File: config.mk
export PLATFORM = sky130hd
export DESIGN_NAME = trace_ckpt_unit
export DESIGN_NICKNAME = d
export VERILOG_FILES = /design/src/rtl/trace_ckpt_pkg.sv /design/src/rtl/trace_ckpt_ctrl.sv /design/src/rtl/trace_ckpt_dp.sv /design/src/rtl/trace_ckpt_unit.sv
export SDC_FILE = /design/constraint.sdc
export NUM_CORES = 2
export LEC_CHECK = 0
export ABC_AREA = 1
export BUFFER_PORTS_ARGS = -buffer_cell sky130_fd_sc_hd__buf_4
export CORE_ASPECT_RATIO = 1.1
export CORE_UTILIZATION = 50
export CTS_CLUSTER_DIAMETER = 40
export CTS_CLUSTER_SIZE = 20
export DETAILED_ROUTE_END_ITERATION = 12
export PLACE_DENSITY = 0.66
export SLEW_MARGIN = 20
export SYNTH_ARGS = -nofsm -noshare
export SYNTH_HDL_FRONTEND = slang
export SYNTH_SLANG_ARGS = --single-unit
export TNS_END_PERCENT = 20
File: constraint.sdc
create_clock -name clk -period 6.75 [get_ports clk]
set_clock_uncertainty 0.2 [all_clocks]
set_input_delay 1.0125 -clock clk [delete_from_list [all_inputs] [get_ports clk]]
set_output_delay 1.0125 -clock clk [all_outputs]
set_load 0.01 [all_outputs]
File: src/rtl/trace_ckpt_pkg.sv
package trace_ckpt_pkg;

  localparam int INFO_W = 4;
  localparam int TGT_W  = 32;

  typedef enum logic [1:0] {
    EV_DIRECT   = 2'd0,
    EV_INDIRECT = 2'd1,
    EV_EXCEPT   = 2'd2,
    EV_ROLL     = 2'd3
  } evType_e;

  typedef struct packed {
    logic memWe;
    logic ckptTake;
    logic regWr0;
    logic regWr1;
  } ctlStrobe_t;

endpackage

File: src/rtl/trace_ckpt_ctrl.sv
module trace_ckpt_ctrl
  import trace_ckpt_pkg::*;
#(
  parameter int DEPTH = 256
) (
  input  logic                       clk,
  input  logic                       rstN,
  input  logic                       traceEn,
  input  logic                       wrapMode,
  input  logic                       evValid,
  input  logic [1:0]                 evType,
  input  logic                       regWrEn,
  input  logic                       regAddr,
  input  logic                       rdStart,
  input  logic                       rdNext,
  output ctlStrobe_t                 strobe,
  output logic [$clog2(DEPTH)-1:0]   wrIdx,
  output logic [$clog2(DEPTH)-1:0]   rdIdx,
  output logic                       wrapped
);

  localparam int PTR_W  = $clog2(DEPTH);
  localparam int HALF_W = PTR_W - 1;

  generate
    if ((1 << PTR_W) != DEPTH || DEPTH < 4) begin : g_badDepth
      $error("trace_ckpt_ctrl: DEPTH must be a power of two of at least 4");
    end
  endgenerate

  logic [PTR_W-1:0] wrPtr;
  logic [PTR_W-1:0] rdPtr;
  logic             wrappedQ;
  logic             pending;

  logic full;
  logic accept;
  logic eligible;
  logic atBoundary;
  logic take;
  logic lastSlot;

  always_comb begin
    full       = wrappedQ & ~wrapMode;
    accept     = traceEn & evValid & ~full;
    eligible   = (evType == EV_DIRECT) || (evType == EV_INDIRECT);
    atBoundary = (wrPtr[HALF_W-1:0] == '0);
    take       = accept & eligible & (atBoundary | pending);
    lastSlot   = (wrPtr == PTR_W'(DEPTH - 1));
  end

  always_ff @(posedge clk) begin
    if (!rstN) begin
      wrPtr    <= '0;
      wrappedQ <= 1'b0;
      pending  <= 1'b0;
    end else if (accept) begin
      wrPtr   <= wrPtr + 1'b1;
      pending <= eligible ? 1'b0 : (atBoundary | pending);
      if (lastSlot) wrappedQ <= 1'b1;
    end
  end

  always_ff @(posedge clk) begin
    if (!rstN) begin
      rdPtr <= '0;
    end else if (rdStart) begin
      rdPtr <= wrappedQ ? wrPtr : '0;
    end else if (rdNext) begin
      rdPtr <= rdPtr + 1'b1;
    end
  end

  always_comb begin
    strobe.memWe    = accept;
    strobe.ckptTake = take;
    strobe.regWr0   = regWrEn & ~traceEn & ~regAddr;
    strobe.regWr1   = regWrEn & ~traceEn &  regAddr;
  end

  assign wrIdx   = wrPtr;
  assign rdIdx   = rdPtr;
  assign wrapped = wrappedQ;

endmodule

File: src/rtl/trace_ckpt_dp.sv
module trace_ckpt_dp
  import trace_ckpt_pkg::*;
#(
  parameter int DEPTH = 256
) (
  input  logic                     clk,
  input  logic                     rstN,
  input  ctlStrobe_t               strobe,
  input  logic [$clog2(DEPTH)-1:0] wrIdx,
  input  logic [$clog2(DEPTH)-1:0] rdIdx,
  input  logic [1:0]               evType,
  input  logic [TGT_W-1:0]         evTarget,
  input  logic [INFO_W-1:0]        evInfo,
  input  logic                     regAddr,
  input  logic [TGT_W-1:0]         regWrData,
  output logic [TGT_W-1:0]         regRdData,
  output logic [7:0]               rdByte,
  output logic [TGT_W-1:0]         ckpt0Q,
  output logic [TGT_W-1:0]         ckpt1Q
);

  logic [7:0] traceMem [DEPTH];
  logic [7:0] entryByte;

  always_comb begin
    entryByte = {1'b0, strobe.ckptTake, evType, evInfo};
  end

  always_ff @(posedge clk) begin
    if (strobe.memWe) traceMem[wrIdx] <= entryByte;
  end

  always_ff @(posedge clk) begin
    if (!rstN) begin
      ckpt0Q <= '0;
      ckpt1Q <= '0;
    end else if (strobe.ckptTake) begin
      ckpt1Q <= ckpt0Q;
      ckpt0Q <= evTarget;
    end else begin
      if (strobe.regWr0) ckpt0Q <= regWrData;
      if (strobe.regWr1) ckpt1Q <= regWrData;
    end
  end

  assign regRdData = regAddr ? ckpt1Q : ckpt0Q;
  assign rdByte    = traceMem[rdIdx];

endmodule

File: src/rtl/trace_ckpt_unit.sv
module trace_ckpt_unit
  import trace_ckpt_pkg::*;
#(
  parameter int DEPTH = 256
) (
  input  logic        clk,
  input  logic        rstN,
  input  logic        traceEn,
  input  logic        wrapMode,
  input  logic        evValid,
  input  logic [1:0]  evType,
  input  logic [31:0] evTarget,
  input  logic [3:0]  evInfo,
  input  logic        regWrEn,
  input  logic        regAddr,
  input  logic [31:0] regWrData,
  output logic [31:0] regRdData,
  input  logic        rdStart,
  input  logic        rdNext,
  output logic [7:0]  rdByte,
  output logic        wrapped
);

  localparam int PTR_W = $clog2(DEPTH);

  ctlStrobe_t       strobe;
  logic [PTR_W-1:0] wrIdx;
  logic [PTR_W-1:0] rdIdx;
  logic [31:0]      ckpt0Q;
  logic [31:0]      ckpt1Q;
  logic             memWe;

  trace_ckpt_ctrl #(.DEPTH(DEPTH)) i_ctrl (
    .clk      (clk),
    .rstN     (rstN),
    .traceEn  (traceEn),
    .wrapMode (wrapMode),
    .evValid  (evValid),
    .evType   (evType),
    .regWrEn  (regWrEn),
    .regAddr  (regAddr),
    .rdStart  (rdStart),
    .rdNext   (rdNext),
    .strobe   (strobe),
    .wrIdx    (wrIdx),
    .rdIdx    (rdIdx),
    .wrapped  (wrapped)
  );

  trace_ckpt_dp #(.DEPTH(DEPTH)) i_dp (
    .clk       (clk),
    .rstN      (rstN),
    .strobe    (strobe),
    .wrIdx     (wrIdx),
    .rdIdx     (rdIdx),
    .evType    (evType),
    .evTarget  (evTarget),
    .evInfo    (evInfo),
    .regAddr   (regAddr),
    .regWrData (regWrData),
    .regRdData (regRdData),
    .rdByte    (rdByte),
    .ckpt0Q    (ckpt0Q),
    .ckpt1Q    (ckpt1Q)
  );

  assign memWe = strobe.memWe;

endmodule

==> metrics.md <==
| Metric | Value |
|---|---|
| Top cells by area, synth | edfxtp_1 (69%), nand3_1 (11%), nand2_1 (11%), dfxtp_1 (2.3%), buf_2 (1.5%) |
| Clk pwr share | 0.447 |
| Kind of critical path | flop to output port |
| Worst setup EP type | output port |
| Clk_lat worst skew | 0.85 ns |
| CTS clk-pin slew, worst paths | 0.07 ns |
| Setup TNS | 0 ns |
| Cells along the critical path | inv_16 -> buf_12 -> buf_4 -> nand2_1 -> nand3_1 -> nand3_1 -> nand3_1 -> nand3_1 -> nand2_1 -> nand2_1 -> nand3_1 -> nand3_1 -> nand2_1 -> buf_4 |
| Worst Hold Depth | 3 |
| Pin count of the biggest net entering global routing | ~240 |
| Final antenna-violating net count | 0 |
| Die Wd | roughly 380 um |
| Post-CTS Hold Fix Bufs | 0 |
| Number of synthesized register bits | roughly 1,900 |
| Post-Synthesis Cells | around 7,000 |
| Share of layout cells above drive strength 1 | 0.0838 |
| Initial antenna violation count | 1 |
| First-pass GRT wire length | approximately 310,000 um |
| Slowest-stage cell, CP | dfxtp_4 |
| Remaining DRCs | 0 |
| Htree depth | 4 |
| CP max stage delay | 0.60 ns |
| Clk root buf | clkbuf_16 |
| Hold Vio Cnt, Final | 0 |
| Area Growth Syn to Fin | 11.8% |
| GRT overflow | 0 |
| Worst r2r src | i_ctrl.wrapped |
| Global placement routability congestion | a little over 0.9 |
| # clock sinks | about 1,900 |
| Syn_nets | 6,913 |
| Worst path required time | roughly 5.5 ns |
| Slew @ Worst Pin | 1.29 ns |
| CTS resizes | 0 |
| Post-route cell area | between 80,000 and 90,000 um2 |
| CTS tree | done |
| Starting Density | 0.503 |
| Max transition margin | 0.141 |
| Hold_sp | evTarget[21] |
| PwrDens | 305 nW/um2 |
| CP most frequent cell | nand3_1 |
| Sw power | 6530 uW |
| Internal power | 19,900 uW |
| Die H | 415 um |
| Switch share | 0.247 |
| Fin. max-slew vios | 0 |
| Final WL | 206,000 um |
| Final Hold Slack | 0.208 ns |
| Fraction of the yosys area taken by sequential cells | 0.718 |
| Core ar. | 154,000 um2 |
| Hold crit path type | input pin to flop |
| Yosys warning count | 0 |
| I/O Buffers | 118 |
| Fin crit period | 6.23 ns |
| Startpoint Class | flop |
| Clock tree buffer depth | 3 |
| Final period util | 0.923 |
| Avg Inst Size Synth | 11.3 um2 |
| Wire length per cell | 22.9 um |
| Status | complete, no violations |
| Most frequent cells in the layout | nand2_1 (2,224), edfxtp_1 (1,792), nand3_1 (1,730) |
| Io pins | 120 |
| Nets | between 6,000 and 7,000 |
| Drt first pass iters | 5 |
| Max-cap viol count | 0 |
| Netlist Area Pre-Place | 77,500 um2 |
| R2R depth | 6 |
| VDD IR max | ~0.22 mV |
| Post-CTS Setup Bufs | 0 |
| GR Util All Layers | 0.262 |
| Final setup vio count | 0 |
| Site Rows | 151 |
| Cell accounting for the most synthesized area | edfxtp_1 |
| Vias in the first global route | 50,000 |
| Worst Path Arrival | 5.02 ns |
| Synth cell types | 30 |
| RSZ-0062 raised after global routing | false |
| Leakage Power | around 0.031 uW |
| Die ar. | 157,000 um2 |
| Top cell type's share of synthesized area | 0.694 |
| Vias per cell | 5.79 |
| Via count | 52,200 |
| Combinational power share | 0.067 |
| Leading cell type in the layout, fill and taps excluded | nand2_1 |
| Highest clock rate | 161 MHz |
| Critical path fanouts, max | 172 |
| Initial detailed-routing violation count | 5,755 |
| Share of power burned in registers | 0.486 |
| DP HPWL | about 110,000 um |
| Num CTS Buffers | ~210 |
| Placed inst area | 79,300 um2 |
==> synthesized netlist by cell type <==
| cell | number |
|---|---|
| a21oi_1 | 7 |
| a21oi_2 | 1 |
| a31oi_1 | 39 |
| buf_1 | 40 |
| buf_2 | 225 |
| buf_4 | 84 |
| buf_6 | 18 |
| buf_8 | 2 |
| clkbuf_1 | 97 |
| conb_1 | 1 |
| dfxtp_1 | 90 |
| edfxtp_1 | 1792 |
| ha_1 | 5 |
| inv_1 | 80 |
| inv_2 | 7 |
| inv_4 | 1 |
| nand2_1 | 2224 |
| nand2_2 | 2 |
| nand2_4 | 1 |
| nand3_1 | 1730 |
| nor2_1 | 289 |
| nor2_2 | 1 |
| nor2_4 | 1 |
| nor3_1 | 4 |
| o211ai_1 | 33 |
| o211ai_2 | 1 |
| o21ai_0 | 47 |
| or2_2 | 2 |
| xnor2_1 | 1 |
| xor2_1 | 4 |
==> cell type report <==
class,count,area (um2)
Clock buffer,224,5390
Multi-Input combinational cell,4393,19100
Antenna cell,2,5.00
Timing Repair Buffer,184,1660
Sequential cell,1882,55600
Tap cell,2065,2580
Inverter,88,378
Fill cell,12600,67300
Clock inverter,175,1940
==> through the flow <==
stage	total power [uW]	cells	utilization	setup slack, ns
2_1_floorplan	14200	6829	-	3.47
3_3_place_gp	14800	8611	0.515	1.69
3_5_place_dp	14900	8611	0.515	1.66
4_1_cts	26500	9010	0.562	0.721
5_1_grt	27200	9011	0.563	0.348
6_report	26500	9013	0.563	0.521
==> power groups by stage <==
stage	clock network, uW	registers, uW	logic [uW]
after global routing	12400	12900	1930
after detailed placement	0	13100	1750
after global placement	0	13100	1730
final	11800	12900	1780
after CTS	11900	12900	1760
after floorplan	0	13100	1110
==> registers in the layout (all words and copies together), names as in the netlist, named ones only <==
signal	cells
i_ctrl.pending	1
i_dp.traceMem	1792
i_ctrl.wrIdx	8
i_ctrl.wrapped	1
i_ctrl.rdIdx	8
i_dp.ckpt1Q	32
i_dp.ckpt0Q	32
==> worst max-delay path, delay by kind of cell, from the launching register on <==
family                 cells  cell delay, ns
buffers and inverters      4            1.71
and+or+nand+nor           10            1.48
DFF                        1            0.60
==> path summary, 6_finish.rpt <==
kind | slack, ns | to
worst max-delay path | 0.52 | rdByte[3]
worst min register to register | 0.33 | i_ctrl.rdIdx[5]
worst max register to register | 2.90 | i_dp.traceMem[24][6]
worst min-delay path | 0.21 | i_dp.ckpt0Q[21]
==> layer usage <==
layer  part of all wire  vias to the layer above  track usage
li1                   -                    23900            -
met1               0.40                    25500        0.354
met2               0.48                     2491        0.416
met3              0.091                      382       0.0523
met4              0.034                        2        0.104
met5           0.000063                        -            0
==> cells by family after synthesis <==
| family | synth area share |
|---|---|
| AO/OA/AOI/OAI | 0.0101 |
| XOR/XNOR | 0.000565 |
| adder cells (fa/ha/maj) | 0.000807 |
| buffers and inverters | 0.0366 |
| flip-flops | 0.718 |
| other | 0.0000484 |
| AND/OR/NAND/NOR | 0.234 |
No activity file was read; power rests on OpenSTA's default activity.
